--- src/rtl/pllfd_pkg.sv ---
package pllfd_pkg;
  // Bit positions inside the control word; the decode depends on them.
  localparam int PD_BIT   = 0;
  localparam int BYP_BIT  = 1;
  localparam int OD_LSB   = 2;
  localparam int ID_LSB   = 4;
  localparam int FB_LSB   = 9;

  typedef enum logic [1:0] {
    ST_IDLE = 2'd0,
    ST_PREP = 2'd1,
    ST_RUN  = 2'd2,
    ST_FIN  = 2'd3
  } fsmState_t;

  typedef struct packed {
    logic capture;  // latch the control word, drop valid
    logic prep;     // load the dividend and divisor, or a short-circuit value
    logic step;     // one restoring-division iteration
    logic finish;   // publish the quotient and raise valid
  } dpStrobe_t;
endpackage

--- src/rtl/pllfd_field_decode.sv ---
module pllfd_field_decode
  import pllfd_pkg::*;
#(
  parameter int CTRL_W = 32,
  parameter int IDIV_W = 5,
  parameter int FB_W   = 7,
  parameter int OD_W   = 2,
  localparam int MULT_W = FB_W + 2,
  localparam int DIVR_W = IDIV_W + 1 + (2 ** OD_W) - 1
) (
  input  logic [CTRL_W-1:0] word,
  output logic              powerDown,
  output logic              bypass,
  output logic [MULT_W-1:0] mult,
  output logic [DIVR_W-1:0] divisor
);
  logic [IDIV_W-1:0] idField;
  logic [FB_W-1:0]   fbField;
  logic [OD_W-1:0]   odField;
  logic [FB_W:0]     fbPlus;
  logic [IDIV_W:0]   idPlus;

  always_comb begin
    powerDown = word[PD_BIT];
    bypass    = word[BYP_BIT];
    idField   = word[ID_LSB +: IDIV_W];
    fbField   = word[FB_LSB +: FB_W];
    odField   = word[OD_LSB +: OD_W];
    fbPlus    = {1'b0, fbField} + 1'b1;
    idPlus    = {1'b0, idField} + 1'b1;
    mult      = {fbPlus, 1'b0};
    divisor   = DIVR_W'(idPlus) << odField;
  end
endmodule

--- src/rtl/pllfd_ctrl.sv ---
module pllfd_ctrl
  import pllfd_pkg::*;
#(
  parameter int PROD_W = 40,
  localparam int CNT_W = $clog2(PROD_W + 1)
) (
  input  logic      clk,
  input  logic      rstN,
  input  logic      start,
  input  logic      shortCut,
  output dpStrobe_t strobe,
  output logic      busy
);
  fsmState_t stateQ, stateD;
  logic [CNT_W-1:0] stepCntQ;
  logic lastStep;

  assign lastStep = (stepCntQ == CNT_W'(PROD_W - 1));

  always_comb begin
    stateD = stateQ;
    strobe = '0;
    unique case (stateQ)
      ST_IDLE: if (start) begin
        strobe.capture = 1'b1;
        stateD = ST_PREP;
      end
      ST_PREP: begin
        strobe.prep = 1'b1;
        stateD = shortCut ? ST_FIN : ST_RUN;
      end
      ST_RUN: begin
        strobe.step = 1'b1;
        if (lastStep) stateD = ST_FIN;
      end
      ST_FIN: begin
        strobe.finish = 1'b1;
        stateD = ST_IDLE;
      end
      default: stateD = ST_IDLE;
    endcase
  end

  always_ff @(posedge clk or negedge rstN) begin
    if (!rstN) begin
      stateQ   <= ST_IDLE;
      stepCntQ <= '0;
    end else begin
      stateQ <= stateD;
      if (strobe.prep)      stepCntQ <= '0;
      else if (strobe.step) stepCntQ <= stepCntQ + 1'b1;
    end
  end

  assign busy = (stateQ != ST_IDLE);
endmodule

--- src/rtl/pllfd_datapath.sv ---
module pllfd_datapath
  import pllfd_pkg::*;
#(
  parameter int          CTRL_W = 32,
  parameter int          IDIV_W = 5,
  parameter int          FB_W   = 7,
  parameter int          OD_W   = 2,
  parameter int          PROD_W = 40,
  parameter int          OUT_W  = 64,
  parameter int unsigned REF_HZ = 33333333,
  localparam int MULT_W = FB_W + 2,
  localparam int DIVR_W = IDIV_W + 1 + (2 ** OD_W) - 1
) (
  input  logic              clk,
  input  logic              rstN,
  input  dpStrobe_t         strobe,
  input  logic [CTRL_W-1:0] ctrlWord,
  output logic              shortCut,
  output logic [OUT_W-1:0]  freqHz,
  output logic              freqValid
);
  logic [CTRL_W-1:0] wordQ;
  logic [PROD_W-1:0] quoQ;
  logic [DIVR_W-1:0] remQ;
  logic [DIVR_W-1:0] divQ;
  logic [OUT_W-1:0]  freqQ;
  logic              validQ;

  logic              powerDown, bypass;
  logic [MULT_W-1:0] mult;
  logic [DIVR_W-1:0] divisor;
  logic [PROD_W-1:0] product;
  logic [DIVR_W:0]   shifted;
  logic              fits;

  pllfd_field_decode #(
    .CTRL_W(CTRL_W), .IDIV_W(IDIV_W), .FB_W(FB_W), .OD_W(OD_W)
  ) u_decode (
    .word(wordQ), .powerDown(powerDown), .bypass(bypass),
    .mult(mult), .divisor(divisor)
  );

  assign shortCut = powerDown | bypass;
  assign product  = PROD_W'(REF_HZ) * PROD_W'(mult);
  assign shifted  = {remQ, quoQ[PROD_W-1]};
  assign fits     = (shifted >= {1'b0, divQ});

  always_ff @(posedge clk or negedge rstN) begin
    if (!rstN) begin
      wordQ  <= '0;
      quoQ   <= '0;
      remQ   <= '0;
      divQ   <= '0;
      freqQ  <= '0;
      validQ <= 1'b0;
    end else begin
      if (strobe.capture) begin
        wordQ  <= ctrlWord;
        validQ <= 1'b0;
      end
      if (strobe.prep) begin
        remQ <= '0;
        divQ <= divisor;
        if (powerDown)   quoQ <= '0;
        else if (bypass) quoQ <= PROD_W'(REF_HZ);
        else             quoQ <= product;
      end
      if (strobe.step) begin
        quoQ <= {quoQ[PROD_W-2:0], fits};
        remQ <= fits ? DIVR_W'(shifted - {1'b0, divQ}) : shifted[DIVR_W-1:0];
      end
      if (strobe.finish) begin
        freqQ  <= OUT_W'(quoQ);
        validQ <= 1'b1;
      end
    end
  end

  assign freqHz    = freqQ;
  assign freqValid = validQ;
endmodule

--- src/rtl/pll_freq_decoder.sv ---
module pll_freq_decoder
  import pllfd_pkg::*;
#(
  parameter int          CTRL_W = 32,
  parameter int          IDIV_W = 5,
  parameter int          FB_W   = 7,
  parameter int          OD_W   = 2,
  parameter int          PROD_W = 40,
  parameter int          OUT_W  = 64,
  parameter int unsigned REF_HZ = 33333333
) (
  input  logic              clk,
  input  logic              rstN,
  input  logic              start,
  input  logic [CTRL_W-1:0] ctrlWord,
  output logic [OUT_W-1:0]  freqHz,
  output logic              freqValid
);
  dpStrobe_t strobe;
  logic      shortCut;
  logic      busy;

  pllfd_ctrl #(.PROD_W(PROD_W)) u_ctrl (
    .clk(clk), .rstN(rstN), .start(start), .shortCut(shortCut),
    .strobe(strobe), .busy(busy)
  );

  pllfd_datapath #(
    .CTRL_W(CTRL_W), .IDIV_W(IDIV_W), .FB_W(FB_W), .OD_W(OD_W),
    .PROD_W(PROD_W), .OUT_W(OUT_W), .REF_HZ(REF_HZ)
  ) u_dp (
    .clk(clk), .rstN(rstN), .strobe(strobe), .ctrlWord(ctrlWord),
    .shortCut(shortCut), .freqHz(freqHz), .freqValid(freqValid)
  );
endmodule

--- config.mk ---
export PLATFORM = sky130hd
export DESIGN_NAME = pll_freq_decoder
export DESIGN_NICKNAME = d
export VERILOG_FILES = /design/src/rtl/pllfd_pkg.sv /design/src/rtl/pllfd_field_decode.sv /design/src/rtl/pllfd_ctrl.sv /design/src/rtl/pllfd_datapath.sv /design/src/rtl/pll_freq_decoder.sv
export SDC_FILE = /design/constraint.sdc
export NUM_CORES = 1
export LEC_CHECK = 0
export ABC_AREA = 1
export CAP_MARGIN = 20
export CORE_MARGIN = 3
export CORE_UTILIZATION = 55
export DETAILED_ROUTE_END_ITERATION = 12
export DONT_BUFFER_PORTS = 1
export HOLD_SLACK_MARGIN = 0.03
export PLACE_DENSITY = 0.82
export REMOVE_ABC_BUFFERS = 1
export SLEW_MARGIN = 30
export SYNTH_ARGS = -nofsm -noshare
export SYNTH_HDL_FRONTEND = slang
export SYNTH_SLANG_ARGS = --single-unit
--- constraint.sdc ---
create_clock -name clk -period 4.6 [get_ports clk]
set_input_delay 0.46 -clock clk [delete_from_list [all_inputs] [get_ports clk]]
set_output_delay 0.46 -clock clk [all_outputs]
set_load 0.005 [all_outputs]
* After elaboration in Yosys (flattened, before gate mapping)
Cells that the tools add are included.
** Word-level totals
- Register bits after elaboration :: 123
- Logic and storage cells :: 46
** Cells by class
- $add $sub $neg :: 4
- Multipliers :: 1
- Order comparisons :: 1
- Equality and inequality tests :: 6
- Shift operators :: 1
- Muxes and demuxes :: 20
- Bitwise gates (word level) :: 1
- Reductions and logical operators :: 4
** Operators by type and width (number)
- 2-to-1 mux 40 bit :: 2
- 2-to-1 mux 34 bit :: 2
- multiplier 25 x 8 -> 33 bit (first input constant) :: 1
- 2-to-1 mux 9 bit :: 3
- 2-to-1 mux 6 bit :: 2
- greater-or-equal comparator 10 x 9 -> 1 bit :: 1
- left shift 6 x 2 -> 9 bit :: 1
- subtractor 9 bit :: 1
- adder 7 x 1 -> 8 bit (second input constant) :: 1
- 2-to-1 mux 1 bit :: 8
- case mux 2 bit (4 select lines) :: 1
- adder 5 x 1 -> 6 bit (second input constant) :: 1
- adder 6 x 1 -> 6 bit (second input constant) :: 1
- == test 6 bit (second input constant) :: 1
- == test 2 bit (second input constant) :: 2
- 2-to-1 mux 2 bit :: 2
- nonzero test 2 bit :: 2
- == test 2 x 1 -> 1 bit (second input constant) :: 1
- zero test 2 bit :: 1
- != test 2 x 1 -> 1 bit (second input constant) :: 1
- != test 2 bit (second input constant) :: 1
- AND reduction 2 bit :: 1
- bitwise OR 1 bit :: 1

* Depth between registers and ports, before layout
Gate-level depths: netlist of run 1.
- Word-level depth :: 6
- Depth in mapped cells :: 26
- Mapped depth without buffers :: 25

* Modules after synthesis
Synthesis of run 1 repeated with hierarchy kept, for this count alone.
** Second synthesis, totals
- Cell total of the unflattened synthesis :: 1325
- Area total of the unflattened synthesis :: 10616.4 µm²
** By module, submodules not included
- pllfd_datapath :: instances 1, cells an instance 1193, area each 9730.6 µm², seq. area each 3278.1 µm²
- pllfd_ctrl :: instances 1, cells an instance 64, area each 520.5 µm², seq. area each 200.2 µm²
- pllfd_field_decode :: instances 1, cells an instance 68, area each 365.4 µm², seq. area each 0.0 µm²

* Least setup slack after synthesis of run 1
OpenSTA, ideal clock, no wires.
- Path kind :: reg2reg
- Start :: register u_dp.wordQ[9]
- End :: register u_dp.quoQ[32]
- Setup time :: 117 ps
- Data arrival time :: 4883 ps
- Data required time :: 4483 ps
- Path slack :: -400 ps
- Cell stages (with the launch flop) :: 23
- Buffers on the path :: 0
- Cells stage by stage :: dfrtp_1 > ha_1 > nand3_1 > nand3b_1 > xor2_1 > inv_1 > fa_1 > inv_1 > fa_1 > fa_1 > inv_1 > fa_1 > inv_1 > ha_1 > nand2_1 > nor2_1 > nand2_1 > nor3_1 > nand2_1 > nand2_1 > nand2_1 > nand3_1 > nand2_1
** On the way
- Word-level cells in the longest chain between the ends :: 6
** RTL lines
- start, declared :: line pllfd_datapath.sv:22 : logic [CTRL_W-1:0] wordQ;
- start signal, assigned :: line pllfd_datapath.sv:58 : wordQ <= ctrlWord;
- adder 7 x 1 -> 8 bit :: line pllfd_field_decode.sv:29 : fbPlus = {1'b0, fbField} + 1'b1;
- multiplier 25 x 8 -> 33 bit :: line pllfd_datapath.sv:44 : assign product = PROD_W'(REF_HZ) * PROD_W'(mult);
- 2-to-1 mux 34 bit :: line pllfd_datapath.sv:65 : else if (bypass) quoQ <= PROD_W'(REF_HZ);
- 2-to-1 mux 34 bit :: line pllfd_datapath.sv:64 : if (powerDown) quoQ <= '0;
- 2-to-1 mux 40 bit :: line pllfd_datapath.sv:61 : if (strobe.prep) begin
- 2-to-1 mux 40 bit :: line pllfd_datapath.sv:68 : if (strobe.step) begin
- end signal, assigned :: line pllfd_datapath.sv:65
- end signal, assigned :: line pllfd_datapath.sv:66 : else quoQ <= product;
- end signal, assigned :: line pllfd_datapath.sv:69 : quoQ <= {quoQ[PROD_W-2:0], fits};
- end, declared :: line pllfd_datapath.sv:23 : logic [PROD_W-1:0] quoQ;
Every way passes these cells. The select of a mux whose other input is x is not followed.
A chain may end at the register's enable or synchronous reset.

* Final worst setup path of run 1
- Start :: register u_dp.wordQ[9]
- End :: register u_dp.quoQ[33]
Same word-level chain as after synthesis.

==> reports/results.ini, run 1 <==
[layout]
stdcell_area_um2 = 10850
drive_above_1_share = 0.1484
fin_nets = 1407
final_cell_mix = nand2_1, inv_1, dfrtp_1
final_common_cell = nand2_1
final_cells = 1480
num_antenna_cells = 0
areaGrowthSynthToFinish_pct = 14.91

[sta]
worst_slack_ns = -0.02672
drv_slew = 0
min_period_ns = 4.627
fin_crit_sh = 1.006
rsz0062_at_grt = yes
hold_violations = 0
fin_tns_setup_ns = -0.02672
setup_viol = 1
max_slew_margin = 0.4452
fmax_mhz = 216.1
tightestPinTransition_ns = 0.8302
worst_clock_skew_ns = 0.008437

[critical_path]
crit_path_end_kind = flip-flop
cp_top_family = adder cells
required_ns = 4.90
crit_slowest_cell = fa_1
max_stage_delay_ns = 0.53
start_kind = flip-flop
path_class = reg -> reg
path_cells = ha_2, nand3_2, nand3b_1, xor2_1, inv_1, fa_1, buf_4, fa_1, fa_1, fa_1, inv_1, ha_4, nand2_4, nor2_4, nand2_2, nor3_2, nand2_1, nand2_1, nand2_1, nand3_2, nand2_1
path_buf_inv = 3
crit_fanout = 4
arrival_ns = 4.93

[place]
dp.cells = 1440
gp_congestion = 0.9873
portBuffers = 0
dp_hpwl_mm = 16.48
placed_area_um2 = 9763

[global_route]
gr-total-overflow = 0
grt_pass1_wl_mm = 35.96
track_usage = 0.2403
antenna_found_initial = 0
grt_pass1_vias = 7402
grt_max_degree = 124

[hold_path]
hold_class = in -> reg

[detailed_routing]
viasPerCell = 5.384
firstDrtPassIters = 5
wl_per_cell_um = 15.45
ant_nets = 0
wirelength_mm = 22.86
drc = 0
drt_iter0_drc = 519
vias = 7968

[die]
die_h_um = 137.0
fp-row-count = 47
die_w_um = 137.0
dieArea_um2 = 18780
core_um2 = 16700
io_pins = 100
start_util = 0.5654

[yosys]
synth_edf_count = 0
async_reset_ff_frac = 1.000
netlist_instances = 1211
ys_seq_area_frac = 0.3260
synth_ff_type = dfrtp_1
syn_area_um2 = 9443
ys_types = 48
syn_area_per_cell_um2 = 7.798
ys_ff_latch = 123
yosys_warnings = 0

[clock_network]
cts_root_buffer = clkbuf_16
cts_inserted_buffers = 17
cts.clk_slew.worst_paths_ns = 0.06
cts_tree = built
clk_latency_ns = 0.42
cts_buffer_depth = 2
numClockSinks = 123
htree_levels = 4

[run]
drv_cap = 0

[status]
status = complete, but fails checks
violations = negative setup slack

==> per-layer routing <==
layer  wire length (um)  up-vias  GRT usage
li1                   -     3894          -
met1              10030     3750     0.3377
met2              10920      283     0.3905
met3               1471       41    0.03897
met4                432        0    0.05765
met5                  0        -          0
==> path summary, 6_finish.rpt <==
path	cells after the start	startpoint	slack, ns	end
hold / removal	2	ctrlWord[6]	0.15	u_dp.wordQ[6]
setup reg to reg	21	u_dp.wordQ[9]	-0.03	u_dp.quoQ[33]
min in group asynchronous	2	rstN	0.66	u_dp.remQ[1]
setup / recovery	21	u_dp.wordQ[9]	-0.03	u_dp.quoQ[33]
max in group asynchronous	2	rstN	3.48	u_dp.quoQ[11]
hold reg to reg	2	u_dp.quoQ[8]	0.48	u_dp.quoQ[9]
==> per-stage QoR <==
| step | hold slack (ns) | utilization | setup slack [ns] |
|---|---|---|---|
| 4_1_cts | 0.1377 | 0.6261 | 0.001520 |
| 3_5_place_dp | 0.1676 | 0.5846 | -0.09341 |
| 5_1_grt | 0.1530 | 0.6497 | -0.2010 |
| 2_1_floorplan | 0.1644 | - | -0.5529 |
| 6_report | 0.1462 | 0.6497 | -0.02672 |
| 3_3_place_gp | 0.1674 | 0.5846 | -0.01391 |
==> flip-flops by register name, summed over array words and instances, names as in the netlist <==
signal and flops:
u_ctrl.stateQ 2, u_ctrl.stepCntQ 6, u_dp.divQ 9, u_dp.freqHz 40, u_dp.freqValid 1, u_dp.quoQ 40, u_dp.remQ 9, u_dp.wordQ 16
==> cells by family after synthesis <==
logic type	count (synthesis)	share of synthesized area
and+or+nand+nor	501	0.2290
buffers and inverters	261	0.1161
AOI/OAI and AO/OA	179	0.1141
adders and majority gates	125	0.1950
DFF	123	0.3260
xor gates and xnor gates	21	0.01948
other	1	0.0003971
==> synth_stat cells (2+ instances only) <==
master    instances  area [um2]
o221ai_1         17       148.9
clkinv_1          3       11.26
o21ai_2           3       26.28
o211ai_2          4       50.05
nand2_1         330        1239
nand3_2           6       60.06
a21o_1            2       15.01
nor2_4            4       45.04
nor3b_1           2       15.01
buf_4            26       195.2
o21ai_0          68       340.3
a21oi_2           2       17.52
fa_1             37       740.7
nor3_1           10       50.05
o21bai_1          5       37.54
a21oi_1          48       240.2
o21ai_1           3       15.01
a31oi_1           3       18.77
xor2_1           13       113.9
nand3b_1          4       30.03
inv_2             5       18.77
buf_2             2       10.01
nand4_1          10       62.56
dfrtp_1         123        3078
nor3_2            2       20.02
inv_1           205       769.5
nor2_1           59       221.5
ha_1             88        1101
nor2_2            6       37.54
xnor2_1           8       70.07
o22ai_1          18       112.6
nand2_2           8       50.05
clkbuf_1         18       67.56
nand3_1          55       275.3
==> final cells by class <==
type,instances,area (um2)
Fill cell,1320,5851
Multi-Input combinational cell,850,5773
Sequential cell,123,3078
Inverter,213,804.5
Clock buffer,20,466.7
Timing Repair Buffer,42,337.8
Tap cell,220,275.3
Clock inverter,12,115.1
==> timing repair <==
action                                 4_1_cts  5_1_grt
resized for setup                           15       71
setup endpoints to repair                    9       19
hold buffers                                 2        0
setup buffers                                0        6
pin swaps                                    3       36
endpoints found under the hold margin      123        0
gates cloned                                 0        0
Power of run 1 is left out: the tool's default activity adds up to more than one toggle a clock period on the data nets, which glitch-free logic cannot reach.
==> run 2, diff against run 1 <==
CTS_BUF_LIST = sky130_fd_sc_hd__clkbuf_2 sky130_fd_sc_hd__clkbuf_4 sky130_fd_sc_hd__clkbuf_8   (was default)
DONT_BUFFER_PORTS = default   (was 1)
PLACE_DENSITY = 0.89   (was 0.82)
SYNTH_HIERARCHICAL = 1   (was default)
==> run 2 against run 1 <==
Compared with the run above:
- synthesized cell count up 6.8%
- global-route usage up 0.13 points
- worst hold slack better by 0.33 ns
- the run still ends with negative setup slack left
- critical path depth up 2
- maximum frequency down 1.8%
- cell area up 8.8%
- die area up 6.0%
==> reports/results.ini, run 2 <==
[clock_network]
htree_levels = 4  ; unchanged
numClockSinks = 123  ; unchanged
clk_latency_ns = 0.46  ; +0.04 ns
cts_inserted_buffers = 17  ; unchanged
cts_buffer_depth = 2  ; unchanged
cts_tree = built
cts_root_buffer = clkbuf_8
cts.clk_slew.worst_paths_ns = 0.08  ; +0.02 ns

[detailed_routing]
viasPerCell = 5.547  ; +3.0%
firstDrtPassIters = 6  ; +1
wirelength_mm = 25.36  ; +11%
drc = 0  ; unchanged
ant_nets = 0  ; unchanged
drt_iter0_drc = 714  ; +38%
vias = 8925  ; +12%
wl_per_cell_um = 15.76  ; +2.0%

[die]
fp-row-count = 48  ; +2.1%
io_pins = 100  ; unchanged
die_w_um = 141.1  ; +3.0%
die_h_um = 141.1  ; +3.0%
core_um2 = 17600  ; +5.4%
dieArea_um2 = 19900  ; +6.0%
start_util = 0.5703  ; +0.004918

[critical_path]
path_class = reg -> reg
r2r_slack_ns = -0.11  ; -0.09 ns
start_kind = flip-flop
ff2ff_path_depth = 23  ; +9.5%
required_ns = 4.94  ; +0.04 ns
r2r_start = u_dp/wordQ[10]
crit_fanout = 5  ; +1
crit_end = u_dp/quoQ[32]
crit_path_end_kind = flip-flop
cp-startpoint = u_dp/wordQ[10]
arrival_ns = 5.06  ; +0.13 ns
rr_endpoint = u_dp/quoQ[32]

[layout]
final_util = 0.6709  ; +0.02118
areaGrowthSynthToFinish_pct = 17.63
final_common_cell = nand2_1
final_cell_mix = nand2_1, inv_1, dfrtp_1
drive_above_1_share = 0.1488  ; +0.0004312
num_antenna_cells = 0  ; unchanged
fin_nets = 1550  ; +10%

[sta]
fmax_mhz = 212.1  ; -1.8%
tightestPinTransition_ns = 0.8627  ; +0.03251 ns
fin_crit_sh = 1.025  ; +0.01892
min_period_ns = 4.714  ; +0.08703 ns
worst_slack_ns = -0.1138  ; -0.08703 ns
worst_clock_skew_ns = 0.01269  ; +0.004253 ns
setup_viol = 7  ; +6
max_slew_margin = 0.4230  ; -0.02220
drv_slew = 0  ; unchanged
hold_violations = 0  ; unchanged
rsz0062_at_grt = yes

[place]
portBuffers = 59  ; +59
dp_hpwl_mm = 17.82  ; +8.1%
gp_congestion = 0.9542  ; -3.4%
pre_cts_ws_ns = -0.2040  ; -0.1106 ns

[yosys]
syn_area_um2 = 10040  ; +6.3%
yosys_warnings = 6  ; +6
netlist_instances = 1293  ; +6.8%
syn_area_per_cell_um2 = 7.762  ; -0.46%

[global_route]
grt_pass1_wl_mm = 39.50  ; +9.9%
grt_max_degree = 56  ; -55%
track_usage = 0.2416  ; +0.001281
grt_pass1_vias = 8515  ; +15%
gr-total-overflow = 0  ; unchanged
antenna_found_initial = 0  ; unchanged

[status]
status = complete, but fails checks
violations = negative setup slack

[run]
drv_cap = 0  ; unchanged

[hold_path]
hold_class = reg -> reg

[run 2: what timing repair did]
action,in CTS,in global routing
buffers inserted,4,4
hold buffers,1,0
endpoints found under the setup margin,10,24
gates resized for setup,14,103
endpoints found under the hold margin,39,0
pin swaps,3,27
[run 2: worst max-delay path, cell delays in order (launching register included)]
cell     delay (ns)
dfrtp_1        0.46
ha_4           0.19
nand3_4        0.08
nor2_1         0.13
nand2_1        0.11
xor2_2         0.17
fa_1           0.48
buf_4          0.19
fa_1           0.57
ha_4           0.22
xnor2_1        0.15
fa_1           0.57
inv_1          0.08
ha_4           0.31
nand2_2        0.08
inv_2          0.09
nand2_4        0.07
nor3_4         0.18
and2_1         0.14
nand2_1        0.06
nand2_1        0.06
nand2_1        0.05
nand3_1        0.08
nand2_1        0.06
[run 2: cell type report]
class | count | area [um2]
clock buffers | 17 | 234.0
clock inverters | 15 | 187.7
fillers | 1244 | 5792
inverters | 230 | 863.3
multi-input cells | 908 | 6297
flip-flops and latches | 123 | 3079
well taps | 225 | 281.5
repair buffers | 91 | 862.1
[run 2: worst min-delay path by stage]
stage,startpoint,to,slack (ns),cells after the start
detailed placement,rstN,u_dp/freqHz[3],0.46,1
global placement,u_dp/freqHz[27],u_dp/freqHz[27],0.45,2
global route,u_dp/freqHz[9],u_dp/freqHz[9],0.50,2
CTS,u_dp/freqHz[28],u_dp/freqHz[28],0.48,2
floorplan,rstN,u_ctrl/stateQ[0],0.16,0
finish,u_dp/freqHz[17],u_dp/freqHz[17],0.47,2
[run 2: layer usage]
metal  vias to the layer above  global-route usage  wire length, um
met1                      4251              0.3037            10100
met5                         -                   0                0
met2                       391              0.4191            12770
met4                         0             0.09230              990
li1                       4191                   -                -
met3                        92             0.03765             1504
[run 2: stage by stage]
step           hold WS (ns)  cells  cell area, um2  TNS [ns]
2_1_floorplan        0.1644   1261            9767    -2.017
3_3_place_gp         0.4534   1568           10810  -0.04517
3_5_place_dp         0.4588   1568           10810   -0.9378
4_1_cts              0.4780   1605           11350  -0.03236
5_1_grt              0.5005   1609           11810    -2.736
6_report             0.4734   1609           11810   -0.4178
Power of run 2 is left out for the same reason.
==> run 3, diff against run 2 <==
SKIP_LAST_GASP = 1   (was default)
==> run 3 against run 2 <==
Compared with the run above:
- the flow still finishes with violations (negative setup slack)
- register-to-register slack got worse by 0.02 ns
- global-route usage unchanged
- die area unchanged
- sequential cell count unchanged
- non-clock buffer count unchanged
- setup slack got worse by 0.023 ns
- via count increased by 0.12%
- sequential share of layout area increased by 0.12 points
- maximum frequency decreased by 0.48%
- cell count unchanged
- largest cell class unchanged
==> reports/results.ini, run 3 (synthesized netlist as in run 2, its figures left out) <==
[detailed_routing]
drt_iter0_drc = 713  ; -0.14%
wl_per_cell_um = 15.81  ; +0.31%
ant_nets = 0  ; unchanged
vias = 8936  ; +0.12%
viasPerCell = 5.554  ; +0.12%
wirelength_mm = 25.44  ; +0.31%
firstDrtPassIters = 7  ; +1
drc = 0  ; unchanged

[clock_network]
cts_inserted_buffers = 17  ; unchanged
htree_levels = 4  ; unchanged
cts_tree = built
cts_root_buffer = clkbuf_8
numClockSinks = 123  ; unchanged
cts.clk_slew.worst_paths_ns = 0.08  ; about the same
clk_latency_ns = 0.45  ; about the same
cts_buffer_depth = 2  ; unchanged

[layout]
drive_above_1_share = 0.1445  ; -0.004335
fin_nets = 1550  ; unchanged
areaGrowthSynthToFinish_pct = 17.07
num_antenna_cells = 0  ; unchanged
n_fill_cell = 1262  ; +1.4%
final_common_cell = nand2_1
final_cell_mix = nand2_1, inv_1, dfrtp_1
multiInputGateArea_um2 = 6241  ; -0.89%
final_cells = 1609  ; unchanged
seq_area_um2 = 3079  ; unchanged

[critical_path]
crit_fanout = 4  ; -1
crit_path_end_kind = flip-flop
start_kind = flip-flop
path_class = reg -> reg
required_ns = 4.93  ; about the same
arrival_ns = 5.07  ; about the same

[place]
portBuffers = 59  ; unchanged
dp_hpwl_mm = 17.82  ; unchanged
dp.cells = 1568  ; unchanged
pre_cts_ws_ns = -0.2040  ; unchanged
gp_congestion = 0.9542  ; unchanged

[sta]
fmax_mhz = 211.1  ; -0.48%
worst_slack_ns = -0.1364  ; -0.02269 ns
tightestPinTransition_ns = 0.8401  ; -0.02257 ns
rsz0062_at_grt = yes
worst_clock_skew_ns = 0.01469  ; +0.001998 ns
fin_crit_sh = 1.030  ; +0.004932
fin_tns_setup_ns = -0.6548  ; -0.2370 ns
hold_violations = 0  ; unchanged
max_slew_margin = 0.4381  ; +0.01510
setup_viol = 9  ; +2
fin_hold_ws_ns = 0.4745  ; +0.001081 ns
drv_slew = 0  ; unchanged
min_period_ns = 4.736  ; +0.02269 ns

[die]
core_um2 = 17600  ; unchanged
io_pins = 100  ; unchanged
fp-row-count = 48  ; unchanged
start_util = 0.5703  ; unchanged
die_h_um = 141.1  ; unchanged
dieArea_um2 = 19900  ; unchanged
die_w_um = 141.1  ; unchanged

[global_route]
gr-total-overflow = 0  ; unchanged
antenna_found_initial = 0  ; unchanged
track_usage = 0.2416  ; unchanged
grt_pass1_vias = 8515  ; unchanged
grt_max_degree = 56  ; unchanged
grt_pass1_wl_mm = 39.50  ; unchanged

[hold_path]
hold_class = reg -> reg

[run]
drv_cap = 0  ; unchanged

[status]
status = complete, but fails checks
violations = negative setup slack

run 3: changes by cell type in the layout (fill, tap and decap cells not counted), moves of 2 or more:
cell	change
nand2_1	+2
ha_1	+2
nand2_2	-2
ha_4	-3
run 3: worst max-delay path, stage by stage (launching register included):
cell	delay (ns)
dfrtp_1	0.46
ha_4	0.20
nand3_4	0.09
nor2_1	0.12
nand2_1	0.11
xor2_2	0.17
fa_1	0.53
inv_2	0.06
fa_1	0.53
inv_2	0.06
fa_1	0.53
inv_2	0.05
fa_1	0.51
inv_2	0.05
ha_4	0.29
nand2_2	0.06
inv_2	0.09
nand2_4	0.07
nor3_4	0.18
and2_1	0.14
nand2_1	0.07
nand2_1	0.06
nand2_1	0.05
nand3_1	0.07
nand2_1	0.06
run 3: cell type report:
type                            instances  share of cell area
Multi-Input combinational cell        908              0.5312
Sequential cell                       123              0.2621
Inverter                              230             0.07348
Timing Repair Buffer                   91             0.07338
Tap cell                              225             0.02396
Clock buffer                           17             0.01991
Clock inverter                         15             0.01597
run 3: per-layer routing:
metal  global-route usage  part of all wire
met1               0.3037              0.39
met4              0.09230             0.046
met3              0.03765             0.065
met2               0.4191              0.50
met5                    0                 0
run 3: final timing paths:
path	startpoint	endpoint	slack, ns	cells after the start
worst max-delay path	u_dp/wordQ[10]	u_dp/quoQ[32]	-0.14	24
worst min-delay path	u_dp/freqHz[17]	u_dp/freqHz[17]	0.47	2
worst max register to register	u_dp/wordQ[10]	u_dp/quoQ[32]	-0.14	24
worst min register to register	u_dp/freqHz[17]	u_dp/freqHz[17]	0.47	2
max in group asynchronous	rstN	u_dp/wordQ[11]	3.12	3
min in group asynchronous	rstN	u_dp/freqHz[3]	0.51	2
run 3: per-stage QoR:
stage / utilization / cell area, um2
final: 0.6677 / 11750
after global routing: 0.6677 / 11750
after CTS: 0.6448 / 11350
after detailed placement: 0.6143 / 10810
after global placement: 0.6143 / 10810
after floorplan: - / 9767
run 3: timing repair:
item                                    CTS  global route
hold buffers                              1             0
setup buffers                             4             4
endpoints found under the setup margin   10            24
endpoints found under the hold margin    39             0
resized for setup                        14            93
pin swaps                                 3            24
Power of run 3 is left out for the same reason.
